File: config.mk
export PLATFORM = sky130hd
export DESIGN_NAME = twreg_slave
export DESIGN_NICKNAME = d
export VERILOG_FILES = /design/src/rtl/twreg_pkg.sv /design/src/rtl/tw_sync.sv /design/src/rtl/twreg_ctrl.sv /design/src/rtl/twreg_dp.sv /design/src/rtl/twreg_slave.sv
export SDC_FILE = /design/constraint.sdc
export NUM_CORES = 2
export LEC_CHECK = 0
export BUFFER_PORTS_ARGS = -buffer_cell sky130_fd_sc_hd__buf_4
export CAP_MARGIN = 0
export CORE_AREA = 2 2 419 421
export DETAILED_ROUTE_END_ITERATION = 8
export DIE_AREA = 0 0 421 423
export GPL_TIMING_DRIVEN = 0
export PLACE_DENSITY_LB_ADDON = 0.25
export SLEW_MARGIN = 5
export SYNTH_ARGS = -nofsm -noshare
export SYNTH_HDL_FRONTEND = slang
export SYNTH_SLANG_ARGS = --single-unit
export TNS_END_PERCENT = 100
File: constraint.sdc
create_clock -name clk -period 6.2 [get_ports clk]
set_input_delay 1.24 -clock clk [delete_from_list [all_inputs] [get_ports clk]]
set_output_delay 1.24 -clock clk [all_outputs]
set_load 0.05 [all_outputs]
File: src/rtl/twreg_pkg.sv
package twreg_pkg;

  // Strobes from the serial control toward the datapath.
  typedef struct packed {
    logic start;    // chip select fell: clear shift state
    logic shiftIn;  // rising serial clock: capture one input bit
    logic loadTx;   // header complete: load the return byte
    logic shiftTx;  // falling serial clock in data phase: present next bit
    logic commit;   // chip select rose after a full word
  } twStrobe_t;

endpackage

File: src/rtl/tw_sync.sv
module tw_sync #(
  parameter int   STAGES    = 2,
  parameter logic RESET_VAL = 1'b0
) (
  input  logic clk,
  input  logic rstN,
  input  logic d,
  output logic q
);

  logic [STAGES-1:0] chain;

  always_ff @(posedge clk or negedge rstN) begin
    if (!rstN) chain <= {STAGES{RESET_VAL}};
    else       chain <= {chain[STAGES-2:0], d};
  end

  assign q = chain[STAGES-1];

endmodule

File: src/rtl/twreg_ctrl.sv
module twreg_ctrl
  import twreg_pkg::*;
#(
  parameter int SYNC_STAGES = 2,
  parameter int ADDR_W      = 7,
  parameter int DATA_W      = 8
) (
  input  logic      clk,
  input  logic      rstN,
  input  logic      csN,
  input  logic      sclk,
  input  logic      sdi,
  output logic      sdiS,
  output logic      sdoOe,
  output twStrobe_t stb
);

  localparam int HDR_BITS  = 1 + ADDR_W;
  localparam int WORD_BITS = HDR_BITS + DATA_W;
  localparam int CNT_W     = $clog2(WORD_BITS + 2);
  localparam logic [CNT_W-1:0] CNT_HDR_LAST = CNT_W'(HDR_BITS - 1);
  localparam logic [CNT_W-1:0] CNT_HDR      = CNT_W'(HDR_BITS);
  localparam logic [CNT_W-1:0] CNT_FULL     = CNT_W'(WORD_BITS);
  localparam logic [CNT_W-1:0] CNT_SAT      = CNT_W'(WORD_BITS + 1);

  logic [2:0] rawIn;
  logic [2:0] syncOut;
  logic csS, sclkS;
  logic csD, sclkD;
  logic [CNT_W-1:0] bitCnt;

  assign rawIn = {sdi, sclk, csN};

  for (genvar g = 0; g < 3; g++) begin : g_sync
    tw_sync #(
      .STAGES   (SYNC_STAGES),
      .RESET_VAL(g == 0 ? 1'b1 : 1'b0)
    ) u_sync (
      .clk (clk),
      .rstN(rstN),
      .d   (rawIn[g]),
      .q   (syncOut[g])
    );
  end

  assign csS   = syncOut[0];
  assign sclkS = syncOut[1];
  assign sdiS  = syncOut[2];

  always_ff @(posedge clk or negedge rstN) begin
    if (!rstN) begin
      csD   <= 1'b1;
      sclkD <= 1'b0;
    end else begin
      csD   <= csS;
      sclkD <= sclkS;
    end
  end

  logic csFall, csRise, sclkRise, sclkFall;
  assign csFall   = csD & ~csS;
  assign csRise   = ~csD & csS;
  assign sclkRise = ~sclkD & sclkS & ~csS;
  assign sclkFall = sclkD & ~sclkS & ~csS;

  // Counts rising serial-clock edges, saturating one past a full word.
  always_ff @(posedge clk or negedge rstN) begin
    if (!rstN)                              bitCnt <= '0;
    else if (csFall)                        bitCnt <= '0;
    else if (sclkRise && bitCnt != CNT_SAT) bitCnt <= bitCnt + 1'b1;
  end

  always_comb begin
    stb.start   = csFall;
    stb.shiftIn = sclkRise;
    stb.loadTx  = sclkRise && (bitCnt == CNT_HDR_LAST);
    stb.shiftTx = sclkFall && (bitCnt >= CNT_HDR) && (bitCnt < CNT_FULL);
    stb.commit  = csRise && (bitCnt == CNT_FULL);
  end

  assign sdoOe = ~csS;

endmodule

File: src/rtl/twreg_dp.sv
module twreg_dp
  import twreg_pkg::*;
#(
  parameter int ADDR_W      = 7,
  parameter int DATA_W      = 8,
  parameter int ID_BYTES    = 3,
  parameter int NUM_STATUS  = 4,
  parameter int STATUS_BASE = 12,
  parameter int CTRL_ADDR   = 8,
  parameter int CONT_BIT    = 3,
  parameter int MUX_W       = 3,
  parameter logic [ID_BYTES*DATA_W-1:0] DEV_ID = 24'h02_3C_A5
) (
  input  logic                         clk,
  input  logic                         rstN,
  input  twStrobe_t                    stb,
  input  logic                         sdiS,
  input  logic [NUM_STATUS*DATA_W-1:0] statusIn,
  output logic [(1<<ADDR_W)*DATA_W-1:0] cfgFlat,
  output logic                         sdoData,
  output logic [ADDR_W+DATA_W:0]       rxWord
);

  localparam int DEPTH     = 1 << ADDR_W;
  localparam int WORD_BITS = 1 + ADDR_W + DATA_W;
  localparam int SRC_N     = ID_BYTES + NUM_STATUS;

  function automatic bit isWritable(int a);
    return !(a < ID_BYTES) && !(a >= STATUS_BASE && a < STATUS_BASE + NUM_STATUS);
  endfunction

  function automatic int srcAddr(int k);
    return (k < ID_BYTES) ? k : STATUS_BASE + k - ID_BYTES;
  endfunction

  // Receive shifter
  logic [WORD_BITS-1:0] rxShift;
  always_ff @(posedge clk or negedge rstN) begin
    if (!rstN)            rxShift <= '0;
    else if (stb.start)   rxShift <= '0;
    else if (stb.shiftIn) rxShift <= {rxShift[WORD_BITS-2:0], sdiS};
  end
  assign rxWord = rxShift;

  // Header as seen on the rising edge that completes it
  logic [ADDR_W:0]   hdr;
  logic              hdrRead;
  logic [ADDR_W-1:0] hdrAddr;
  assign hdr     = {rxShift[ADDR_W-1:0], sdiS};
  assign hdrRead = hdr[ADDR_W];
  assign hdrAddr = hdr[ADDR_W-1:0];

  // Readable sources: identity bytes then status bytes
  logic [DATA_W-1:0] srcBytes [SRC_N];
  for (genvar k = 0; k < SRC_N; k++) begin : g_src
    if (k < ID_BYTES) begin : g_id
      assign srcBytes[k] = DEV_ID[k*DATA_W +: DATA_W];
    end else begin : g_stat
      assign srcBytes[k] = statusIn[(k-ID_BYTES)*DATA_W +: DATA_W];
    end
  end

  logic [DATA_W-1:0] ctrlByte;
  logic              contMode;
  logic [MUX_W-1:0]  muxSel;
  assign ctrlByte = cfgFlat[CTRL_ADDR*DATA_W +: DATA_W];
  assign contMode = ctrlByte[CONT_BIT];
  assign muxSel   = ctrlByte[MUX_W-1:0];

  logic [DATA_W-1:0] dirVal, muxVal, txNext;
  always_comb begin
    dirVal = '0;
    muxVal = '0;
    for (int k = 0; k < SRC_N; k++) begin
      if (int'(hdrAddr) == srcAddr(k)) dirVal = srcBytes[k];
      if (int'(muxSel) == k)           muxVal = srcBytes[k];
    end
    if (!contMode && hdrRead)      txNext = dirVal;
    else if (contMode && !hdrRead) txNext = muxVal;
    else                           txNext = '0;
  end

  // Transmit shifter
  logic [DATA_W-1:0] txReg;
  always_ff @(posedge clk or negedge rstN) begin
    if (!rstN) begin
      txReg   <= '0;
      sdoData <= 1'b0;
    end else if (stb.start) begin
      txReg   <= '0;
      sdoData <= 1'b0;
    end else if (stb.loadTx) begin
      txReg   <= txNext;
    end else if (stb.shiftTx) begin
      sdoData <= txReg[DATA_W-1];
      txReg   <= {txReg[DATA_W-2:0], 1'b0};
    end
  end

  // Register file with commit on chip-select release
  logic              commitWr, softRst;
  logic [ADDR_W-1:0] wAddr;
  logic [DATA_W-1:0] wData;
  assign commitWr = stb.commit && !rxShift[WORD_BITS-1];
  assign wAddr    = rxShift[DATA_W +: ADDR_W];
  assign wData    = rxShift[DATA_W-1:0];
  assign softRst  = commitWr && (wAddr == '0);

  for (genvar i = 0; i < DEPTH; i++) begin : g_reg
    if (isWritable(i)) begin : g_rw
      logic [DATA_W-1:0] q;
      always_ff @(posedge clk or negedge rstN) begin
        if (!rstN)                                    q <= '0;
        else if (softRst)                             q <= '0;
        else if (commitWr && wAddr == ADDR_W'(i))     q <= wData;
      end
      assign cfgFlat[i*DATA_W +: DATA_W] = q;
    end else begin : g_ro
      assign cfgFlat[i*DATA_W +: DATA_W] = '0;
    end
  end

endmodule

File: src/rtl/twreg_slave.sv
module twreg_slave
  import twreg_pkg::*;
#(
  parameter int ADDR_W      = 7,
  parameter int DATA_W      = 8,
  parameter int SYNC_STAGES = 2,
  parameter int ID_BYTES    = 3,
  parameter int NUM_STATUS  = 4,
  parameter int STATUS_BASE = 12,
  parameter int CTRL_ADDR   = 8,
  parameter int CONT_BIT    = 3,
  parameter int MUX_W       = 3,
  parameter logic [ID_BYTES*DATA_W-1:0] DEV_ID = 24'h02_3C_A5
) (
  input  logic                          clk,
  input  logic                          rstN,
  input  logic                          csN,
  input  logic                          sclk,
  input  logic                          sdi,
  input  logic [NUM_STATUS*DATA_W-1:0]  statusIn,
  output logic                          sdoData,
  output logic                          sdoOe,
  output logic [(1<<ADDR_W)*DATA_W-1:0] cfgFlat
);

  twStrobe_t              stb;
  logic                   sdiS;
  logic [ADDR_W+DATA_W:0] rxWord;

  twreg_ctrl #(
    .SYNC_STAGES(SYNC_STAGES),
    .ADDR_W     (ADDR_W),
    .DATA_W     (DATA_W)
  ) u_ctrl (
    .clk  (clk),
    .rstN (rstN),
    .csN  (csN),
    .sclk (sclk),
    .sdi  (sdi),
    .sdiS (sdiS),
    .sdoOe(sdoOe),
    .stb  (stb)
  );

  twreg_dp #(
    .ADDR_W     (ADDR_W),
    .DATA_W     (DATA_W),
    .ID_BYTES   (ID_BYTES),
    .NUM_STATUS (NUM_STATUS),
    .STATUS_BASE(STATUS_BASE),
    .CTRL_ADDR  (CTRL_ADDR),
    .CONT_BIT   (CONT_BIT),
    .MUX_W      (MUX_W),
    .DEV_ID     (DEV_ID)
  ) u_dp (
    .clk     (clk),
    .rstN    (rstN),
    .stb     (stb),
    .sdiS    (sdiS),
    .statusIn(statusIn),
    .cfgFlat (cfgFlat),
    .sdoData (sdoData),
    .rxWord  (rxWord)
  );

endmodule

==> impl_metrics.yaml <==
outcome:
  status: "complete, no violations"
final_layout:
  fillCellCount: 18000
  final_layout_size_suffix_gt1_frac: 0.283
  nets: 5194
  area_delta_synth_final_pct: 35.6
  multiInputGateArea_um2: 15500
  seqCellArea_um2: 25200
sta:
  whs_ps: 353
  fin_skew_ps: 26.2
  maxSlewHeadroom: 0.0906
  hold_viol_final: 0
  drv_slew: 0
  fin_crit_ps: 4050
  tightest_slew_ps: 1360
  finalSetupTns_ps: 0
  rsz0062_at_grt: "no"
  finalCritPeriodShare: 0.653
  timing.fmax_mhz: 247
  finalSetupViolCount: 0
clock_tree:
  cts_buffers: 115
  cts_setup_buffers: 0
  cts_sinks: 1006
  worstSkewPairLatency_ps: 780
  clock-root-buffer: "clkbuf_16"
  cts_hold_buf: 0
  ctsResizeCount: 0
  clock_path_buffers: 3
  cts_max_level: 3
  cts_tree: "done"
  clk_pin_slew_ps: 60
floorplan:
  die_w_um: 421
  start_util: 0.244
  coreArea_um2: 173000
  io_pins: 1063
  dieArea_um2: 178000
  die_h_um: 423
  rows: 153
global_route:
  grt_use_met3: 0.0527
  grt_max_degree: 165
  top_usage_layer: "met2"
  grt_pass1_vias: 34800
  grt.total_usage: 0.222
  met1_usage: 0.265
  antenna_found_initial: 8
  grt_overflow: 0
  grt_util_met2: 0.388
  grt_pass1_wl_um: 283000
worst_setup_path:
  crit_path_cell_trace: "buf_2, nand4bb_1, buf_2, nor2_1, buf_2, nand3_1, mux2i_1, nor2_1"
  crit_type: "flop to flop"
  worstPathMaxFanout: 10
  reg2reg_from: "u_ctrl.g_sync[0].u_sync.chain[1]$_DFF_PN1_"
  crit_start: "u_ctrl.g_sync[0].u_sync.chain[1]$_DFF_PN1_"
  start_kind: "flop"
  worstPathRequired_ps: 6840
  critPathTopFamily: "simple AND/OR/NAND/NOR gates"
  critPathArrivalTime_ps: 4690
  slowest_stage: "nand3_1"
  rr_endpoint: "u_dp.g_reg[51].g_rw.q[7]$_DFFE_PN0P_"
  path_buf_inv: 3
  ff2ff_path_depth: 8
  cpMostUsedCell: "buf_2"
  cpPeakStageDelay_ps: 880
  r2r_slack_ps: 2150
  worstSetupEndpointType: "flop"
hold_path:
  min_delay_path_depth: 0
  hold_end: "u_ctrl.g_sync[1].u_sync.chain[1]$_DFF_PN0_"
  hold_path_class: "flop to flop"
  worstHoldStart: "u_ctrl.g_sync[1].u_sync.chain[0]$_DFF_PN0_"
synthesis:
  ys_async_sr_fraction: 1.00
  synth_seq_area_share: 0.595
  yosysMostFrequentCell: "dfrtp_1"
  synthFlopType: "dfrtp_1"
  yosys.area.top_type: "dfrtp_1"
  ys.warnings.count: 0
  synth_cell_types: 62
  yosysTopAreaCellShare: 0.593
  synth_edf_count: 0
  ys_top_cells_by_count: "dfrtp_1, nor2_1, mux2i_1"
  syn_area_um2: 42300
  synth-seq-cells: 1006
  synth_area_leaders: "dfrtp_1, mux2i_1, nor2_1"
  avgSynthCellArea_um2: 10.7
  syn_inst: 3959
power:
  max-vdd-ir-drop_v: 0.000217
  power.leakage_nw: 28.8
  pwr_density_cell_nw_per_um2: 246
  finalPower_w: 0.0141
drt:
  drt-pass1-iter-count: 5
  avgViaCountPerCell: 4.61
  routed_wl_um: 203000
  first_iter_violations: 2816
  antenna_left: 0
  drcViolationCount: 0
  vias: 34900
  drt-wirelength-per-cell_um: 26.8
placed_design:
  hpwl_um: 153000
  place_congestion: 0.823
  numPortBuffers: 1006
flow_run:
  cap_violations: 0
metal layers:
metal  share of wire  routed length, um
met2            0.50             102000
met3           0.065              13200
met4           0.036               7250
met1            0.40              80300
met5               0                  0
per-stage QoR:
step / worst slack [ps] / area (um2) / util / std cells
floorplan: 3930 / 42500 / - / 4014
global placement: -8970 / 53000 / 0.306 / 7345
detailed placement: 1950 / 53500 / 0.309 / 7362
CTS: 1990 / 57400 / 0.331 / 7575
global route: 1930 / 57400 / 0.331 / 7575
finish: 2150 / 57400 / 0.331 / 7584
worst max path at each step:
| stage | end | cells after the start |
|---|---|---|
| 2_1_floorplan | u_dp.g_reg[48].g_rw.q[4]$_DFFE_PN0P_ | 9 |
| 3_3_place_gp | u_dp.g_reg[112].g_rw.q[4]$_DFFE_PN0P_ | 1 |
| 3_5_place_dp | u_dp.g_reg[112].g_rw.q[5]$_DFFE_PN0P_ | 5 |
| 4_1_cts | u_dp.g_reg[51].g_rw.q[6]$_DFFE_PN0P_ | 8 |
| 5_1_grt | u_dp.g_reg[51].g_rw.q[7]$_DFFE_PN0P_ | 8 |
| 6_report | u_dp.g_reg[51].g_rw.q[7]$_DFFE_PN0P_ | 8 |
registers in the layout (all words and copies together), names as in the netlist:
signal / flops
u_dp.txReg: 8
u_ctrl.sclkD: 1
u_dp.sdoData: 1
u_ctrl.g_sync.u_sync.chain: 6
u_dp.rxWord: 16
u_dp.ctrlByte: 8
u_dp.g.g_rw.q: 960
u_ctrl.bitCnt: 5
u_ctrl.csD: 1
power breakdown:
group          total, W  switching [W]  internal (W)  leakage, nW
Combinational  0.000387       0.000306     0.0000811         12.8
Clock           0.00718        0.00298       0.00419         1.92
Sequential      0.00658     0.00000490       0.00657         14.0
Total            0.0141        0.00329        0.0108         28.8
cell families (layout without fill, tap and decap cells):
| family | after synthesis | count (layout) | share of synthesized area |
|---|---|---|---|
| multiplexers | 635 | 635 | 0.151 |
| buffers and inverters | 408 | 1644 | 0.0450 |
| AND/OR/NAND/NOR | 1450 | 1450 | 0.150 |
| AO/OA/AOI/OAI | 449 | 449 | 0.0571 |
| other | 1 | 65 | 0.0000886 |
| adder cells (fa/ha/maj) | 3 | 3 | 0.000887 |
| flip-flops | 1006 | 1006 | 0.595 |
| XOR/XNOR | 7 | 7 | 0.00145 |
placed cells by master, fill, tap and decap left out, types with 18 or more instances in the layout:
master,n
conb_1,56
o21ai_0,142
nor2_1,647
a21oi_1,250
dfrtp_1,1003
nor2b_1,19
clkbuf_1,212
buf_2,127
clkbuf_16,116
nor2_2,48
nand2_1,372
clkbuf_8,32
nand3_1,267
inv_1,18
buf_4,1062
mux2i_1,627
area by class of cell:
| cell class | count | area share |
|---|---|---|
| diodes | 9 | 0.000392 |
| plain buffers | 390 | 0.0322 |
| clock buffers | 178 | 0.0602 |
| clock inverters | 35 | 0.00798 |
| inverters | 18 | 0.00118 |
| multi-input cells | 2600 | 0.270 |
| flip-flops and latches | 1006 | 0.439 |
| well taps | 2325 | 0.0507 |
| repair buffers | 1023 | 0.139 |
Power figures use the tool's default switching activity.
